### src/rtl/sclk_line_pkg.sv
package sclk_line_pkg;
    localparam int DIV_W = 8;
    localparam int DLY_W = 3;
    localparam int CFG_W = DIV_W + DLY_W;

    // line_cfg bit positions
    localparam int SDA_FORCE_EN  = 0;
    localparam int SDA_FORCE_VAL = 1;
    localparam int SCL_FORCE_EN  = 2;
    localparam int SCL_FORCE_VAL = 3;

    // line_level bit positions
    localparam int LVL_SDA = 0;
    localparam int LVL_SCL = 1;

    typedef struct packed {
        logic [DIV_W-1:0] cnt;
        logic             scl;
        logic             rise;
        logic             fall;
    } div_state_t;

    typedef struct packed {
        logic [DLY_W-1:0] cnt;
        logic             launch;
    } launch_state_t;

    typedef struct packed {
        logic [1:0] s1;
        logic [1:0] s2;
    } sync_state_t;
endpackage

### src/rtl/sclk_divider.sv
module sclk_divider
    import sclk_line_pkg::*;
(
    input  logic             clk,
    input  logic             rst_n,
    input  logic             run,
    input  logic [DIV_W-1:0] div,
    output logic             scl,
    output logic             rise,
    output logic             fall
);
    div_state_t st_d, st_q;

    always_comb begin
        st_d      = st_q;
        st_d.rise = 1'b0;
        st_d.fall = 1'b0;
        if (!run) begin
            st_d.cnt = '0;
            st_d.scl = 1'b1;
        end else if (st_q.cnt == div) begin
            st_d.cnt  = '0;
            st_d.scl  = ~st_q.scl;
            st_d.rise = ~st_q.scl;
            st_d.fall = st_q.scl;
        end else begin
            st_d.cnt = st_q.cnt + 1'b1;
        end
    end

    always_ff @(posedge clk or negedge rst_n) begin
        if (!rst_n) begin
            st_q <= '{cnt: '0, scl: 1'b1, rise: 1'b0, fall: 1'b0};
        end else begin
            st_q <= st_d;
        end
    end

    assign scl  = st_q.scl;
    assign rise = st_q.rise;
    assign fall = st_q.fall;
endmodule

### src/rtl/sclk_launch.sv
module sclk_launch
    import sclk_line_pkg::*;
(
    input  logic             clk,
    input  logic             rst_n,
    input  logic             run,
    input  logic             fall,
    input  logic [DLY_W-1:0] dly,
    output logic             launch
);
    launch_state_t st_d, st_q;
    logic [DLY_W-1:0] eff;

    // a zero delay field behaves as one cycle
    assign eff = (dly == '0) ? DLY_W'(1) : dly;

    always_comb begin
        st_d        = st_q;
        st_d.launch = 1'b0;
        if (!run) begin
            st_d.cnt = '0;
        end else if (fall) begin
            st_d.cnt    = eff - 1'b1;
            st_d.launch = (eff == DLY_W'(1));
        end else if (st_q.cnt != '0) begin
            st_d.cnt    = st_q.cnt - 1'b1;
            st_d.launch = (st_q.cnt == DLY_W'(1));
        end
    end

    always_ff @(posedge clk or negedge rst_n) begin
        if (!rst_n) begin
            st_q <= '{cnt: '0, launch: 1'b0};
        end else begin
            st_q <= st_d;
        end
    end

    assign launch = st_q.launch;
endmodule

### src/rtl/sclk_line_io.sv
module sclk_line_io
    import sclk_line_pkg::*;
(
    input  logic       clk,
    input  logic       rst_n,
    input  logic [3:0] line_cfg,
    input  logic       run,
    input  logic       div_scl,
    input  logic       seq_sda_out,
    input  logic       seq_sda_oe,
    input  logic       scl_in,
    input  logic       sda_in,
    output logic       scl_out,
    output logic       scl_oe,
    output logic       sda_out,
    output logic       sda_oe,
    output logic [1:0] line_level
);
    sync_state_t st_d, st_q;
    logic [1:0]  pins;

    always_comb begin
        pins          = '0;
        pins[LVL_SDA] = sda_in;
        pins[LVL_SCL] = scl_in;
        st_d.s1       = pins;
        st_d.s2       = st_q.s1;
    end

    always_ff @(posedge clk or negedge rst_n) begin
        if (!rst_n) begin
            st_q <= '{s1: 2'b11, s2: 2'b11};
        end else begin
            st_q <= st_d;
        end
    end

    // software forcing wins over divider and sequencer
    always_comb begin
        if (line_cfg[SCL_FORCE_EN]) begin
            scl_out = line_cfg[SCL_FORCE_VAL];
            scl_oe  = 1'b1;
        end else begin
            scl_out = div_scl;
            scl_oe  = run;
        end
        if (line_cfg[SDA_FORCE_EN]) begin
            sda_out = line_cfg[SDA_FORCE_VAL];
            sda_oe  = 1'b1;
        end else begin
            sda_out = seq_sda_out;
            sda_oe  = seq_sda_oe;
        end
    end

    assign line_level = st_q.s2;
endmodule

### src/rtl/sclk_line_ctrl.sv
module sclk_line_ctrl
    import sclk_line_pkg::*;
(
    input  logic             clk,
    input  logic             rst_n,
    input  logic [CFG_W-1:0] clk_cfg,
    input  logic [3:0]       line_cfg,
    input  logic             run,
    input  logic             seq_sda_out,
    input  logic             seq_sda_oe,
    input  logic             scl_in,
    input  logic             sda_in,
    output logic             scl_out,
    output logic             scl_oe,
    output logic             sda_out,
    output logic             sda_oe,
    output logic             scl_rise,
    output logic             scl_fall,
    output logic             launch,
    output logic [1:0]       line_level
);
    logic div_scl;

    sclk_divider i_div (
        .clk   (clk),
        .rst_n (rst_n),
        .run   (run),
        .div   (clk_cfg[DIV_W-1:0]),
        .scl   (div_scl),
        .rise  (scl_rise),
        .fall  (scl_fall)
    );

    sclk_launch i_launch (
        .clk    (clk),
        .rst_n  (rst_n),
        .run    (run),
        .fall   (scl_fall),
        .dly    (clk_cfg[CFG_W-1:DIV_W]),
        .launch (launch)
    );

    sclk_line_io i_io (
        .clk         (clk),
        .rst_n       (rst_n),
        .line_cfg    (line_cfg),
        .run         (run),
        .div_scl     (div_scl),
        .seq_sda_out (seq_sda_out),
        .seq_sda_oe  (seq_sda_oe),
        .scl_in      (scl_in),
        .sda_in      (sda_in),
        .scl_out     (scl_out),
        .scl_oe      (scl_oe),
        .sda_out     (sda_out),
        .sda_oe      (sda_oe),
        .line_level  (line_level)
    );
endmodule

### config.mk
export PLATFORM = sky130hd
export DESIGN_NAME = sclk_line_ctrl
export DESIGN_NICKNAME = d
export VERILOG_FILES = /design/src/rtl/sclk_line_pkg.sv /design/src/rtl/sclk_divider.sv /design/src/rtl/sclk_launch.sv /design/src/rtl/sclk_line_io.sv /design/src/rtl/sclk_line_ctrl.sv
export SDC_FILE = /design/constraint.sdc
export NUM_CORES = 1
export LEC_CHECK = 0
export BUFFER_PORTS_ARGS = -buffer_cell sky130_fd_sc_hd__buf_2
export CORE_UTILIZATION = 55
export CTS_BUF_LIST = sky130_fd_sc_hd__clkbuf_2 sky130_fd_sc_hd__clkbuf_4 sky130_fd_sc_hd__clkbuf_8
export DETAILED_ROUTE_END_ITERATION = 12
export PLACE_DENSITY = 0.88
export SLEW_MARGIN = 40
export SYNTH_ARGS = -nofsm -noshare
export SYNTH_HDL_FRONTEND = slang
export SYNTH_SLANG_ARGS = --single-unit
### constraint.sdc
create_clock -name clk -period 2.3 [get_ports clk]
set_clock_uncertainty 0.1 [all_clocks]
set_input_delay 0.115 -clock clk [delete_from_list [all_inputs] [get_ports clk]]
set_output_delay 0.115 -clock clk [all_outputs]
set_load 0.1 [all_outputs]
==> results.sh, run 1 <==
export IMPL_synth_edf_count=0
export IMPL_postRouteWirelength_um=1670
export IMPL_ys_top_cells_by_area="dfrtp_1 38%, dfstp_2 14%, xor2_1 12%"
export IMPL_io_buffer_count=30
export IMPL_worstMarginPinSlew_ps=484
export IMPL_die_x_um=43
export IMPL_status="complete, no violations"
export IMPL_num_nets_final=144
export IMPL_yosysSeqAreaShare_pct=52.1
export IMPL_slew_viol_final=0
export IMPL_path_class="register to output port"
export IMPL_maxCapViolations=0
export IMPL_ys_warnings_count=0
export IMPL_syn_to_final_growth_pct=25.6
export IMPL_required_ps=2090
export IMPL_cts_setup_buffers=0
export IMPL_via_count=696
export IMPL_dp_cells=127
export IMPL_final_seq_area_um2=482
export IMPL_ant_nets=0
export IMPL_hold_depth=4
export IMPL_firstDrtPassIters=4
export IMPL_synth_top_cell_area_share_pct=37.9
export IMPL_startpoint="i_div.scl$_DFFE_PN1P_"
export IMPL_path_max_fanout=4
export IMPL_end_kind="output port"
export IMPL_grt_max_degree=20
export IMPL_clk_insertion_delay_late_ps=300
export IMPL_netlist_top_cells_count="16 x nor2_1, 14 x dfrtp_1, 13 x xor2_1, 5 x dfstp_2, 5 x nand3_1"
export IMPL_post_drt_wl_per_cell_um=12.4
export IMPL_crit_arrival_ps=1440
export IMPL_hold_viol_final=0
export IMPL_synth_area_um2=925
export IMPL_post_cts_resized=0
export IMPL_placementRows=14
export IMPL_yosys_cell_types_count=22
export IMPL_ir_drop_mv=0.420
export IMPL_fin_setup_tns_ps=0
export IMPL_cts_root_buf="clkbuf_4"
export IMPL_synth_top_area_cell="dfrtp_1"
export IMPL_synth_seq_cells=19
export IMPL_crit_end="scl_out"
export IMPL_ios=31
export IMPL_synth_nets=106
export IMPL_r2r_start="i_div.st_q[7]$_DFF_PN0_"
export IMPL_min_period_ps=1650
export IMPL_initial_core_util_pct=60.0
export IMPL_synthFlopType="dfrtp_1"
export IMPL_dieArea_mm2=0.00185
export IMPL_p_total_w=0.000649
export IMPL_gp_congestion=0.811
export IMPL_cts_tree="yes"
export IMPL_rsz0062_at_grt="false"
export IMPL_r2r_end="i_div.st_q[9]$_DFF_PN0_"
export IMPL_layout_drive_gt1_share_pct=40.3
export IMPL_clockBufferDepth=2
export IMPL_netlist_instances=82
export IMPL_cts_sinks=19
export IMPL_track_usage_pct=21.5
export IMPL_final_cell_count_no_fill=135
export IMPL_setup_viol_count_final=0
export IMPL_core_area_mm2=0.00154
export IMPL_hold_path_class="input pin to register"
export IMPL_synthArstFlopShare_pct=100
export IMPL_synth_most_common_cell="nor2_1"
export IMPL_syn_area_per_cell_um2=11.3
export IMPL_grt_first_pass_wirelength_um=2880
export IMPL_fmax_ghz=0.605
export IMPL_fill_cells=111
export IMPL_first_iter_violations=5
export IMPL_via_per_inst=5.16
export IMPL_antenna_found_initial=0
export IMPL_fin_hold_ws_ps=42.4
export IMPL_ff2ff_path_depth=4
export IMPL_drc=0
export IMPL_h_tree_depth=1
export IMPL_cts_buffers=3
export IMPL_start_kind="register"
export IMPL_dp_hpwl_um=1280
export IMPL_r2r_slack_ps=810
export IMPL_grt_pass1_vias=721
export IMPL_period_share_pct=71.9
export IMPL_dieHeight_um=43
export IMPL_max_slew_margin_pct=67.9
export IMPL_path_clk_slew_ps=110
export IMPL_overflow=0
export IMPL_leakagePower_nw=0.578
export IMPL_p_per_area_mw_per_mm2=559
export IMPL_diodes=0
export IMPL_multi_input_area_um2=428
export IMPL_fin_util_pct=75.3
## cell type report
class                           instances  share of cell area (%)
Clock buffer                            3                    1.94
Inverter                                3                   0.970
Timing Repair Buffer                   34                    16.4
Sequential cell                        19                    41.5
Clock inverter                          1                   0.647
Multi-Input combinational cell         59                    36.9
Tap cell                               16                    1.72
## worst min-delay path by stage
stage	startpoint	to
5_1_grt	clk_cfg[8]	i_launch.st_q[1]$_DFFE_PN0P_
4_1_cts	clk_cfg[9]	i_launch.launch$_DFF_PN0_
3_3_place_gp	rst_n	i_launch.st_q[2]$_DFFE_PN0P_
6_report	clk_cfg[9]	i_launch.launch$_DFF_PN0_
3_5_place_dp	rst_n	i_launch.st_q[2]$_DFFE_PN0P_
2_1_floorplan	rst_n	i_div.fall$_DFF_PN0_
## worst max-delay path: stages, from the launching register on
cell and delay, ps:
dfstp_2 580, mux2_2 140, buf_2 410
## kinds of logic after synthesis
family                     share of synthesized area [%]
and+or+nand+nor                                     20.7
DFF                                                 52.1
xor gates and xnor gates                            14.2
AOI/OAI and AO/OA                                   6.22
buffers and inverters                               1.62
muxes                                               2.44
adders and majority gates                           2.71
## cells in the final DEF (no fill, tap or decap)
cell / count
clkinvlp_4: 1
dlygate4sd3_1: 4
dfstp_2: 5
nor4b_1: 1
or2_2: 2
mux2_2: 2
nor2_1: 16
nand3_1: 5
buf_2: 30
and4_4: 1
a21o_4: 1
nor3_1: 1
o21ai_0: 1
inv_1: 3
and3_1: 2
xnor2_1: 2
ha_1: 2
a21oi_1: 3
xor2_1: 13
a211oi_1: 3
clkbuf_4: 3
nor4_4: 2
nor3b_1: 1
dfrtp_1: 14
nor2_2: 1
## metal layers
metal	vias up	part of all wire [%]	track usage [%]
met5	-	0	0
met4	0	0.48	7.88
met3	2	4.7	5.11
met2	21	54	39.4
met1	324	41	23.8
li1	349	-	-
## flip-flops by register name, summed over array words and instances (netlist names)
register,cells
i_div.fall,1
i_io.st_d,2
i_io.line_level,2
i_div.rise,1
i_div.st_q,8
i_launch.st_q,3
i_launch.launch,1
i_div.scl,1
## per-stage QoR
stage | instance area, µm² | setup slack (ps)
2_1_floorplan | 925 | 648
3_3_place_gp | 1090 | 879
3_5_place_dp | 1090 | 829
4_1_cts | 1160 | 637
5_1_grt | 1160 | 615
6_report | 1160 | 646
## where the power goes
part	internal [W]	switching (W)
clock	0.0000663	0.000106
sequential	0.000345	0.00000680
combinational	0.0000398	0.0000845
## what timing repair did
action | CTS | global route
endpoints found under the setup margin | 0 | 0
hold buffers | 4 | 0
endpoints found under the hold margin | 23 | 0
(Power assumes the default switching activity.)
==> inputs of run 2 (changes only) <==
- CORE_UTILIZATION: 55 -> 46
- PLACE_DENSITY: 0.88 -> 0.79
- clock period: 2.3 -> 1.4 ns (I/O delays scaled with it)
==> run 2 against run 1 <==
Compared with the run above:
- the run now ends with setup timing left
- power up 65%
- first-iteration DRC count unchanged
- register-to-register slack worse by 860 ps
- core utilization down 5.3 points
- worst setup slack worse by 700 ps
- design area up 8.6%
- die area up 19%
- non-clock buffer count up 7
- cell count up 12%
- clock power up 58%
- critical endpoint is now i_div.scl$_DFFE_PN1P_
- largest power group unchanged
==> results.sh, run 2 (synthesis results as in run 1) <==
export IMPL_status="finished with violations"
export IMPL_violations="setup timing"
export IMPL_gp_congestion=0.754
export IMPL_mostFrequentLayoutCells="26 x buf_2, 16 x nor2_1, 13 x xor2_1, 13 x dfrtp_1, 8 x buf_4"
export IMPL_antenna_found_initial=0
export IMPL_placementRows=15
export IMPL_io_buffer_count=30
export IMPL_p_per_area_mw_per_mm2=851
export IMPL_clockBufferDepth=2
export IMPL_path_clk_slew_ps=110
export IMPL_grt_max_degree=20
export IMPL_path_class="register to register"
export IMPL_slew_viol_final=0
export IMPL_hold_viol_final=0
export IMPL_first_iter_violations=5
export IMPL_ir_drop_mv=0.764
export IMPL_postRouteWirelength_um=1740
export IMPL_fill_cells=140
export IMPL_max_stage_delay_ps=420
export IMPL_cts_buffers=3
export IMPL_num_nets_final=151
export IMPL_fin_hold_ws_ps=8.97
export IMPL_start_kind="register"
export IMPL_crit_arrival_ps=1580
export IMPL_grt_first_pass_wirelength_um=2680
export IMPL_min_period_ps=1450
export IMPL_place_ws_ps=-29.9
export IMPL_rsz0062_at_grt="true"
export IMPL_h_tree_depth=1
export IMPL_path_max_fanout=4
export IMPL_r2r_start="i_div.st_q[9]$_DFF_PN0_"
export IMPL_fin_ws_ps=-53.2
export IMPL_track_usage_pct=17.9
export IMPL_layout_commonest_cell="buf_2"
export IMPL_overflow=0
export IMPL_slowest_stage="dfrtp_1"
export IMPL_drc=0
export IMPL_postLayoutCellArea_mm2=0.00126
export IMPL_end_kind="register"
export IMPL_firstDrtPassIters=2
export IMPL_min_from="run"
export IMPL_fmax_ghz=0.688
export IMPL_cts_root_buf="clkbuf_4"
export IMPL_place_area_mm2=0.00118
export IMPL_post_drt_wl_per_cell_um=11.5
export IMPL_clk_insertion_delay_late_ps=290
export IMPL_dieHeight_um=46.8
export IMPL_diodes=0
export IMPL_period_share_pct=104
export IMPL_dp_hpwl_um=1370
export IMPL_core_area_mm2=0.00180
export IMPL_startpoint="i_div.st_q[9]$_DFF_PN0_"
export IMPL_via_per_inst=4.91
export IMPL_max_flop_register="i_div.st_q"
export IMPL_hold_path_class="input pin to register"
export IMPL_ant_nets=0
export IMPL_setup_viol_count_final=10
export IMPL_cts_sinks=19
export IMPL_leakagePower_nw=0.629
export IMPL_max_slew_margin_pct=67.9
export IMPL_grt_pass1_vias=658
export IMPL_largest_register_ffs=8
export IMPL_worstMarginPinSlew_ps=485
export IMPL_ios=31
export IMPL_initial_core_util_pct=51.3
export IMPL_layout_drive_gt1_share_pct=44.4
export IMPL_via_count=741
export IMPL_required_ps=1530
export IMPL_syn_to_final_growth_pct=36.4
export IMPL_maxCapViolations=0
export IMPL_dieArea_mm2=0.00219
export IMPL_path_cells="xor2_1 > nor4_4 > and4_4 > nor2_2"
export IMPL_largest_registers="i_div.st_q (8), i_launch.st_q (3)"
export IMPL_cts_tree="yes"
export IMPL_die_x_um=46.8
run 2: cell count changes in the layout (fill, tap and decap cells not counted):
cell | previous run | this run
buf_2 | 30 | 26
dfrtp_4 | 0 | 1
clkinv_2 | 0 | 1
clkbuf_4 | 3 | 4
clkinvlp_4 | 1 | 0
buf_12 | 0 | 2
buf_4 | 0 | 8
dfrtp_1 | 14 | 13
run 2: area by class of cell:
class	instances	area, µm²	area share, %
Sequential cell	19	485	38.5
Inverter	3	11.3	0.893
Timing Repair Buffer	41	278	22.0
Multi-Input combinational cell	59	428	33.9
Clock inverter	1	5.00	0.397
Tap cell	25	31.3	2.48
Clock buffer	3	22.5	1.79
run 2: power breakdown:
group	switching [W]	internal [W]
sequential	0.0000120	0.000567
combinational	0.000142	0.0000805
clock	0.000166	0.000106
run 2: layer usage:
metal | GRT usage [%] | share of wire, % | wire (µm)
met5 | 0 | 0 | 0
met4 | 8.57 | 1.1 | 19
met3 | 2.69 | 3.5 | 61
met2 | 34.4 | 56 | 969
met1 | 18.9 | 39 | 685
run 2: timing repair:
| action | in CTS | in global routing |
|---|---|---|
| buffers inserted | 0 | 1 |
| endpoints found under the setup margin | 10 | 13 |
| gates resized for setup | 1 | 1 |
| hold buffers | 4 | 0 |
| pin swaps | 1 | 1 |
| hold endpoints to repair | 22 | 0 |
| gates cloned | 0 | 0 |
run 2: metrics by stage:
step           utilization, %  setup TNS [ps]  total power, W  std cells
6_report                 70.0            -374         0.00107        151
4_1_cts                  69.4            -338         0.00109        150
3_5_place_dp             65.6            -203        0.000804        142
3_3_place_gp             65.6           -1.07        0.000799        142
2_1_floorplan               -               0        0.000724         82
5_1_grt                  70.0           -1120         0.00112        151
run 2: path summary, 6_finish.rpt:
path,endpoint,cells after the start,slack [ps]
max in group asynchronous,i_io.st_d[0]$_DFF_PN1_,2,730
hold reg to reg,i_io.line_level[1]$_DFF_PN1_,0,260
hold / removal,i_div.fall$_DFF_PN0_,2,9
setup / recovery,i_div.scl$_DFFE_PN1P_,4,-50
setup reg to reg,i_div.scl$_DFFE_PN1P_,4,-50
min in group asynchronous,i_div.fall$_DFF_PN0_,2,130
run 2: critical path, delay by kind of cell, from the launching register on:
family           cells  cell delay [ps]
flip-flops           1              420
XOR/XNOR             1              170
AND/OR/NAND/NOR      3              710
